===== src/rtl/pbd_pkg.sv =====
// Package: shared constants and types for the prebyte page decoder.
// Assumes at most three alternate pages, so a page index fits in two bits.
package pbd_pkg;
    localparam int unsigned PBD_BYTE_W  = 8;
    localparam int unsigned PBD_N_ALT   = 3;
    localparam int unsigned PBD_PAGE_W  = $clog2(PBD_N_ALT + 1);

    typedef logic [PBD_PAGE_W-1:0] pbd_page_t;

    // One decoded opcode, as handed to the output register.
    typedef struct packed {
        pbd_page_t                 page;
        logic [PBD_BYTE_W-1:0]     code;
        logic                      prefixed;
    } pbd_op_t;
endpackage


===== src/rtl/pbd_prebyte_match.sv =====
// Module: pbd_prebyte_match
// Compares the incoming byte against each prebyte code and returns the
// alternate page it selects (code i selects page field i+1), or 0 when the
// byte is not a prebyte. Assumes the codes are distinct from one another.
module pbd_prebyte_match #(
    parameter int unsigned BYTE_W = 8,
    parameter int unsigned N_ALT  = 3,
    parameter logic [N_ALT-1:0][BYTE_W-1:0] CODES = {8'hCD, 8'h1A, 8'h18},
    localparam int unsigned PAGE_W = $clog2(N_ALT + 1)
) (
    input  logic [BYTE_W-1:0] byte_in,
    output logic [PAGE_W-1:0] hit_page
);
    logic [N_ALT-1:0] hit_vec;

    // One comparator per prebyte code.
    for (genvar gi = 0; gi < N_ALT; gi++) begin : g_cmp
        assign hit_vec[gi] = (byte_in == CODES[gi]);
    end

    // Encode the matching comparator into a page field (lowest index wins).
    always_comb begin
        hit_page = '0;
        for (int i = N_ALT - 1; i >= 0; i--) begin
            if (hit_vec[i]) hit_page = PAGE_W'(i + 1);
        end
    end

    // Distinct codes mean at most one comparator fires.
    always_comb begin
        AST_ONE_CODE_HIT: assert ($onehot0(hit_vec));
    end
endmodule


===== src/rtl/pbd_page_track.sv =====
// Module: pbd_page_track
// Holds the page selected by a pending prebyte and decides, per accepted
// byte, whether an opcode is finished. Assumes byte_in is stable while
// byte_vld is high; flush takes priority over any accepted byte.
module pbd_page_track #(
    parameter int unsigned BYTE_W = 8,
    parameter int unsigned PAGE_W = 2
) (
    input  logic              clk,
    input  logic              rst_n,
    input  logic              flush,
    input  logic              byte_vld,
    input  logic [BYTE_W-1:0] byte_in,
    input  logic [PAGE_W-1:0] hit_page,
    output logic              emit_go,
    output logic [PAGE_W-1:0] emit_page,
    output logic [BYTE_W-1:0] emit_code,
    output logic              emit_prefixed
);
    logic [PAGE_W-1:0] pend_page_q;
    logic [PAGE_W-1:0] pend_page_d;
    logic              pend_q;
    logic              take;

    assign pend_q = (pend_page_q != '0);
    assign take   = byte_vld && !flush;

    // Next pending page: set by a prebyte, cleared by any follow-up or flush.
    always_comb begin
        pend_page_d = pend_page_q;
        if (flush) begin
            pend_page_d = '0;
        end else if (byte_vld) begin
            pend_page_d = pend_q ? '0 : hit_page;
        end
    end

    // Pending page register.
    always_ff @(posedge clk) begin
        if (!rst_n) pend_page_q <= '0;
        else        pend_page_q <= pend_page_d;
    end

    // An opcode is finished by any accepted byte except an unprefixed prebyte.
    always_comb begin
        emit_go       = take && (pend_q || (hit_page == '0));
        emit_page     = pend_q ? pend_page_q : '0;
        emit_code     = byte_in;
        emit_prefixed = pend_q;
    end

    AST_PEND_ONE_SHOT: assert property (@(posedge clk) disable iff (!rst_n)
        (pend_q && byte_vld) |=> !pend_q);
    AST_FLUSH_CLEARS: assert property (@(posedge clk) disable iff (!rst_n)
        flush |=> !pend_q);
    AST_IDLE_HOLDS: assert property (@(posedge clk) disable iff (!rst_n)
        (!byte_vld && !flush) |=> $stable(pend_page_q));
endmodule


===== src/rtl/pbd_emit_reg.sv =====
// Module: pbd_emit_reg
// Registers a finished opcode onto the block outputs as a one-cycle pulse.
// Assumes the payload is only meaningful while the valid flag is high.
module pbd_emit_reg #(
    parameter int unsigned BYTE_W = 8,
    parameter int unsigned PAGE_W = 2
) (
    input  logic              clk,
    input  logic              rst_n,
    input  logic              go,
    input  logic [PAGE_W-1:0] page_in,
    input  logic [BYTE_W-1:0] code_in,
    input  logic              prefixed_in,
    output logic              vld,
    output logic [PAGE_W-1:0] page_out,
    output logic [BYTE_W-1:0] code_out,
    output logic              prefixed_out
);
    // Valid flag: follows go, cleared by reset.
    always_ff @(posedge clk) begin
        if (!rst_n) vld <= 1'b0;
        else        vld <= go;
    end

    // Payload: loaded only when an opcode is finished.
    always_ff @(posedge clk) begin
        if (!rst_n) begin
            page_out     <= '0;
            code_out     <= '0;
            prefixed_out <= 1'b0;
        end else if (go) begin
            page_out     <= page_in;
            code_out     <= code_in;
            prefixed_out <= prefixed_in;
        end
    end

    AST_PAGE_MATCHES_PREFIX: assert property (@(posedge clk) disable iff (!rst_n)
        vld |-> (prefixed_out == (page_out != '0)));
endmodule


===== src/rtl/pbd_page_decoder.sv =====
// Module: pbd_page_decoder (top)
// Turns a stream of fetched bytes into {page, opcode} pairs: a prebyte
// selects an alternate page for exactly the next byte. Assumes one byte per
// cycle at most and a synchronous active-low reset.
module pbd_page_decoder #(
    parameter int unsigned BYTE_W = pbd_pkg::PBD_BYTE_W,
    parameter int unsigned N_ALT  = pbd_pkg::PBD_N_ALT,
    parameter logic [N_ALT-1:0][BYTE_W-1:0] CODES = {8'hCD, 8'h1A, 8'h18},
    localparam int unsigned PAGE_W = $clog2(N_ALT + 1)
) (
    input  logic              clk,
    input  logic              rst_n,
    input  logic              flush,
    input  logic              byte_vld,
    input  logic [BYTE_W-1:0] byte_in,
    output logic              op_vld,
    output logic [PAGE_W-1:0] op_page,
    output logic [BYTE_W-1:0] op_byte,
    output logic              op_prefix
);
    logic [PAGE_W-1:0] hit_page;
    logic              emit_go;
    logic [PAGE_W-1:0] emit_page;
    logic [BYTE_W-1:0] emit_code;
    logic              emit_prefixed;

    pbd_prebyte_match #(.BYTE_W(BYTE_W), .N_ALT(N_ALT), .CODES(CODES)) u_match (
        .byte_in  (byte_in),
        .hit_page (hit_page)
    );

    pbd_page_track #(.BYTE_W(BYTE_W), .PAGE_W(PAGE_W)) u_track (
        .clk           (clk),
        .rst_n         (rst_n),
        .flush         (flush),
        .byte_vld      (byte_vld),
        .byte_in       (byte_in),
        .hit_page      (hit_page),
        .emit_go       (emit_go),
        .emit_page     (emit_page),
        .emit_code     (emit_code),
        .emit_prefixed (emit_prefixed)
    );

    pbd_emit_reg #(.BYTE_W(BYTE_W), .PAGE_W(PAGE_W)) u_emit (
        .clk          (clk),
        .rst_n        (rst_n),
        .go           (emit_go),
        .page_in      (emit_page),
        .code_in      (emit_code),
        .prefixed_in  (emit_prefixed),
        .vld          (op_vld),
        .page_out     (op_page),
        .code_out     (op_byte),
        .prefixed_out (op_prefix)
    );

    AST_FLUSH_NO_EMIT: assert property (@(posedge clk) disable iff (!rst_n)
        flush |=> !op_vld);
    AST_IDLE_NO_EMIT: assert property (@(posedge clk) disable iff (!rst_n)
        !byte_vld |=> !op_vld);
    AST_BASE_PAGE_PASS: assert property (@(posedge clk) disable iff (!rst_n)
        (byte_vld && !flush && !op_prefix && !$past(op_vld) && hit_page == '0
         && emit_page == '0 && !emit_prefixed)
        |=> (op_vld && op_page == '0 && op_byte == $past(byte_in)));
endmodule


===== config.mk =====
export PLATFORM = sky130hd
export DESIGN_NAME = pbd_page_decoder
export DESIGN_NICKNAME = d
export VERILOG_FILES = /design/src/rtl/pbd_pkg.sv /design/src/rtl/pbd_prebyte_match.sv /design/src/rtl/pbd_page_track.sv /design/src/rtl/pbd_emit_reg.sv /design/src/rtl/pbd_page_decoder.sv
export SDC_FILE = /design/constraint.sdc
export NUM_CORES = 1
export LEC_CHECK = 0
export BUFFER_PORTS_ARGS = -buffer_cell sky130_fd_sc_hd__buf_2
export CAP_MARGIN = 40
export CORE_MARGIN = 1
export CORE_UTILIZATION = 42
export DETAILED_ROUTE_END_ITERATION = 8
export HOLD_SLACK_MARGIN = 0.02
export PLACE_DENSITY = 0.72
export SETUP_SLACK_MARGIN = 0.4
export SLEW_MARGIN = 30
export SYNTH_ARGS = -nofsm -noshare
export SYNTH_HDL_FRONTEND = slang
export SYNTH_HIERARCHICAL = 1
export SYNTH_SLANG_ARGS = --single-unit

===== constraint.sdc =====
create_clock -name clk -period 1.5 [get_ports clk]
set_input_delay 0.075 -clock clk [delete_from_list [all_inputs] [get_ports clk]]
set_output_delay 0.075 -clock clk [all_outputs]
set_load 0.02 [all_outputs]

==> metrics.txt <==
Adder-Cell Fraction of Synth Area=0%; Async S/R FF share, synth=0%; Die Area=0.00180 mm2; Worst Path Buf+Inv=2; WL met2=724 um; post-DR wirelength/cell=12.6 um; final setup vio count=0; register area share after synthesis=40.7%; post-route ant nets=0; max-slew violations=0; initial drt markers=9; TritonCTS buffer count=3; die height=42.5 um; area of the multi-input gates=355 um2; routed wl met3=79 um; Fin Clk Skew=0.00113 ns; Chip Width=42.5 um; worst hold path type=in2reg; Reg area=280 um2; Worst-Skew Late Latency=0.27 ns; mux contribution to synthesized area=16.0%; Worst-path clk slew=0.08 ns; max cap viols=0; vias in the first global route=583; most numerous cell in the Yosys netlist=dfxtp_1; num rows=14; delay-heaviest family, CP=simple AND/OR/NAND/NOR gates; Post-Layout Cell Count=115; final net count=113; max incr delay on CP=0.56 ns; peak supply drop=0.464 mV; simple-gate portion of the synthesized area=26.0%; number of synthesized flops with an enable pin=0; Mapped Nets=79; largest net degree at the start of global routing=14; Longest Clk Path Bufs=2; status=finished, final reports clean; CTS tree=yes; synthesized flop and latch total=14; Critical Path RT=1.67 ns; static leakage=0.435 nW; Slew HR=87.2%; layout cells sized above 1=51.5%; largest family of logic cells by synthesized area=simple AND/OR/NAND/NOR gates; Final Hold Violating Endpoints=0; period utilization=95.5%; total wire length=1.45 mm; ys flop type=dfxtp_1; XOR/XNOR share of the synthesized area=0%; H-tree depth=1; CTS Root Cell=clkbuf_4; clk sinks=14; CP arrival=1.60 ns; PwrDens=753 mW/mm2; area of the core=0.00152 mm2; mean area per synthesized cell=10.3 um2; Worst Tran Pin Value=0.186 ns; CP Launch Type=input port; Tot Pwr=0.000719 W; Crit Path Category=in2reg; Hold Buf Count CTS=0; crit-path cells=buf_6 -> or4b_4 -> o22ai_4 -> nor2_2 -> o211a_1 -> buf_6 -> mux2i_1 -> nor2b_1; initial antenna violation count=0; CP max stage cell=or4b_4; Final GP Congestion=0.736; most used cell, CP=buf_6; CP Capture Type=flop; DRT met1 WL=634 um; port bufs=23; highest routing layer actually used=met4; DPL Wire Length=986 um; synth cell count leaders=14 x dfxtp_1, 11 x mux2i_1, 11 x nor2b_1; via count=587; Placed Cells=104; worst-path fanout max=8; Mapped Area=688 um2; DR vias/cell=5.10; top post-synthesis cells by area=dfxtp_1 41%, mux2i_1 16%, nor2b_1 10%; Starting Density=45.2%; share of the synthesized area in the top cell type=40.7%; RSZ-0062 raised after global routing=yes; synth unique cells=17; FMAX=698 MHz; post-synthesis compound-gate area fraction=4.73%; FILL cells=133; Mapped Cells=67; grt ovf=0; crit path time final=1.43 ns; Global Route Usage Sum=17.1%; Antenna Cells=0; Yosys top cell by area=dfxtp_1; number of synthesis warnings=6; io pins=24; first-pass GRT wire length=2.35 mm; layout overhead on the synthesized area=38.7%; DRC=0; First-pass DRT Iterations=4
## power breakdown
part / leakage, nW / internal, W / switching (W)
combinational: 0.308 / 0.0000663 / 0.0000578
clock: 0.0138 / 0.0000928 / 0.000114
sequential: 0.114 / 0.000383 / 0.00000487
total: 0.435 / 0.000542 / 0.000177
## per-stage QoR
| step | utilization, % | TNS (ns) | setup slack [ns] | cell area [um2] | hold slack [ns] |
|---|---|---|---|---|---|
| after floorplan | - | -0.0611 | -0.00679 | 704 | 0.203 |
| after global placement | 54.6 | -1.62 | -0.151 | 832 | 0.365 |
| after detailed placement | 54.6 | -1.99 | -0.217 | 832 | 0.373 |
| after CTS | 61.7 | 0 | 0.136 | 941 | 0.0768 |
| after global routing | 62.6 | 0 | 0.0461 | 955 | 0.0833 |
| final | 62.6 | 0 | 0.0669 | 955 | 0.101 |
## metal layers
layer | GRT usage, % | vias to the layer above
met5 | 0 | -
met1 | 20.5 | 272
met4 | 6.88 | 0
met3 | 3.02 | 2
met2 | 29.8 | 26
li1 | - | 287
## final timing paths
check	to	slack, ns	cells past startpoint	startpoint
setup / recovery	u_emit/code_out[7]	0.07	8	byte_in[0]
hold / removal	u_emit/code_out[7]	0.10	3	byte_in[7]
setup reg to reg	u_emit/code_out[7]	0.12	5	u_track/pend_page_q[0]
hold reg to reg	u_emit/code_out[4]	0.52	2	u_emit/code_out[4]
## kinds of logic after synthesis
kind of cell / count (synthesis)
simple gates: 24
flops: 14
buf+inv: 13
mux: 11
compound gates: 5
## placed cells by master, fill, tap and decap left out
cell type   n
o22ai_4     1
and2_2      1
nand4b_1    1
buf_2      20
buf_6       4
nand2b_1    3
o22ai_2     1
buf_4      17
mux2i_1    11
dfxtp_1    14
nor2b_1    11
nand4bb_1   4
or4b_4      2
clkbuf_4    3
inv_1       1
a21oi_1     1
o211a_1     1
nor2_2      1
a21oi_2     1
or2_1       1
## worst min-delay path, cell delays in order
cell and delay (ns):
buf_6 0.08, mux2i_1 0.08, nor2b_1 0.10
## cell type report
cell class | count | share of cell area, %
Clock buffer | 3 | 2.36
Tap cell | 16 | 2.10
Multi-Input combinational cell | 40 | 37.2
Sequential cell | 14 | 29.4
Inverter | 1 | 0.393
Timing Repair Buffer | 41 | 28.6
## sequential cells by signal (all words and copies together), names as in the netlist
signal,cells
u_emit/vld,1
u_emit/page_out,2
u_emit/prefixed_out,1
u_track/pend_page_q,2
u_emit/code_out,8
## what timing repair did
action	in CTS	in global routing
pin swaps	6	2
buffers inserted	8	0
endpoints found under the setup margin	12	14
gates resized for setup	5	3
(Power assumes the default switching activity.)
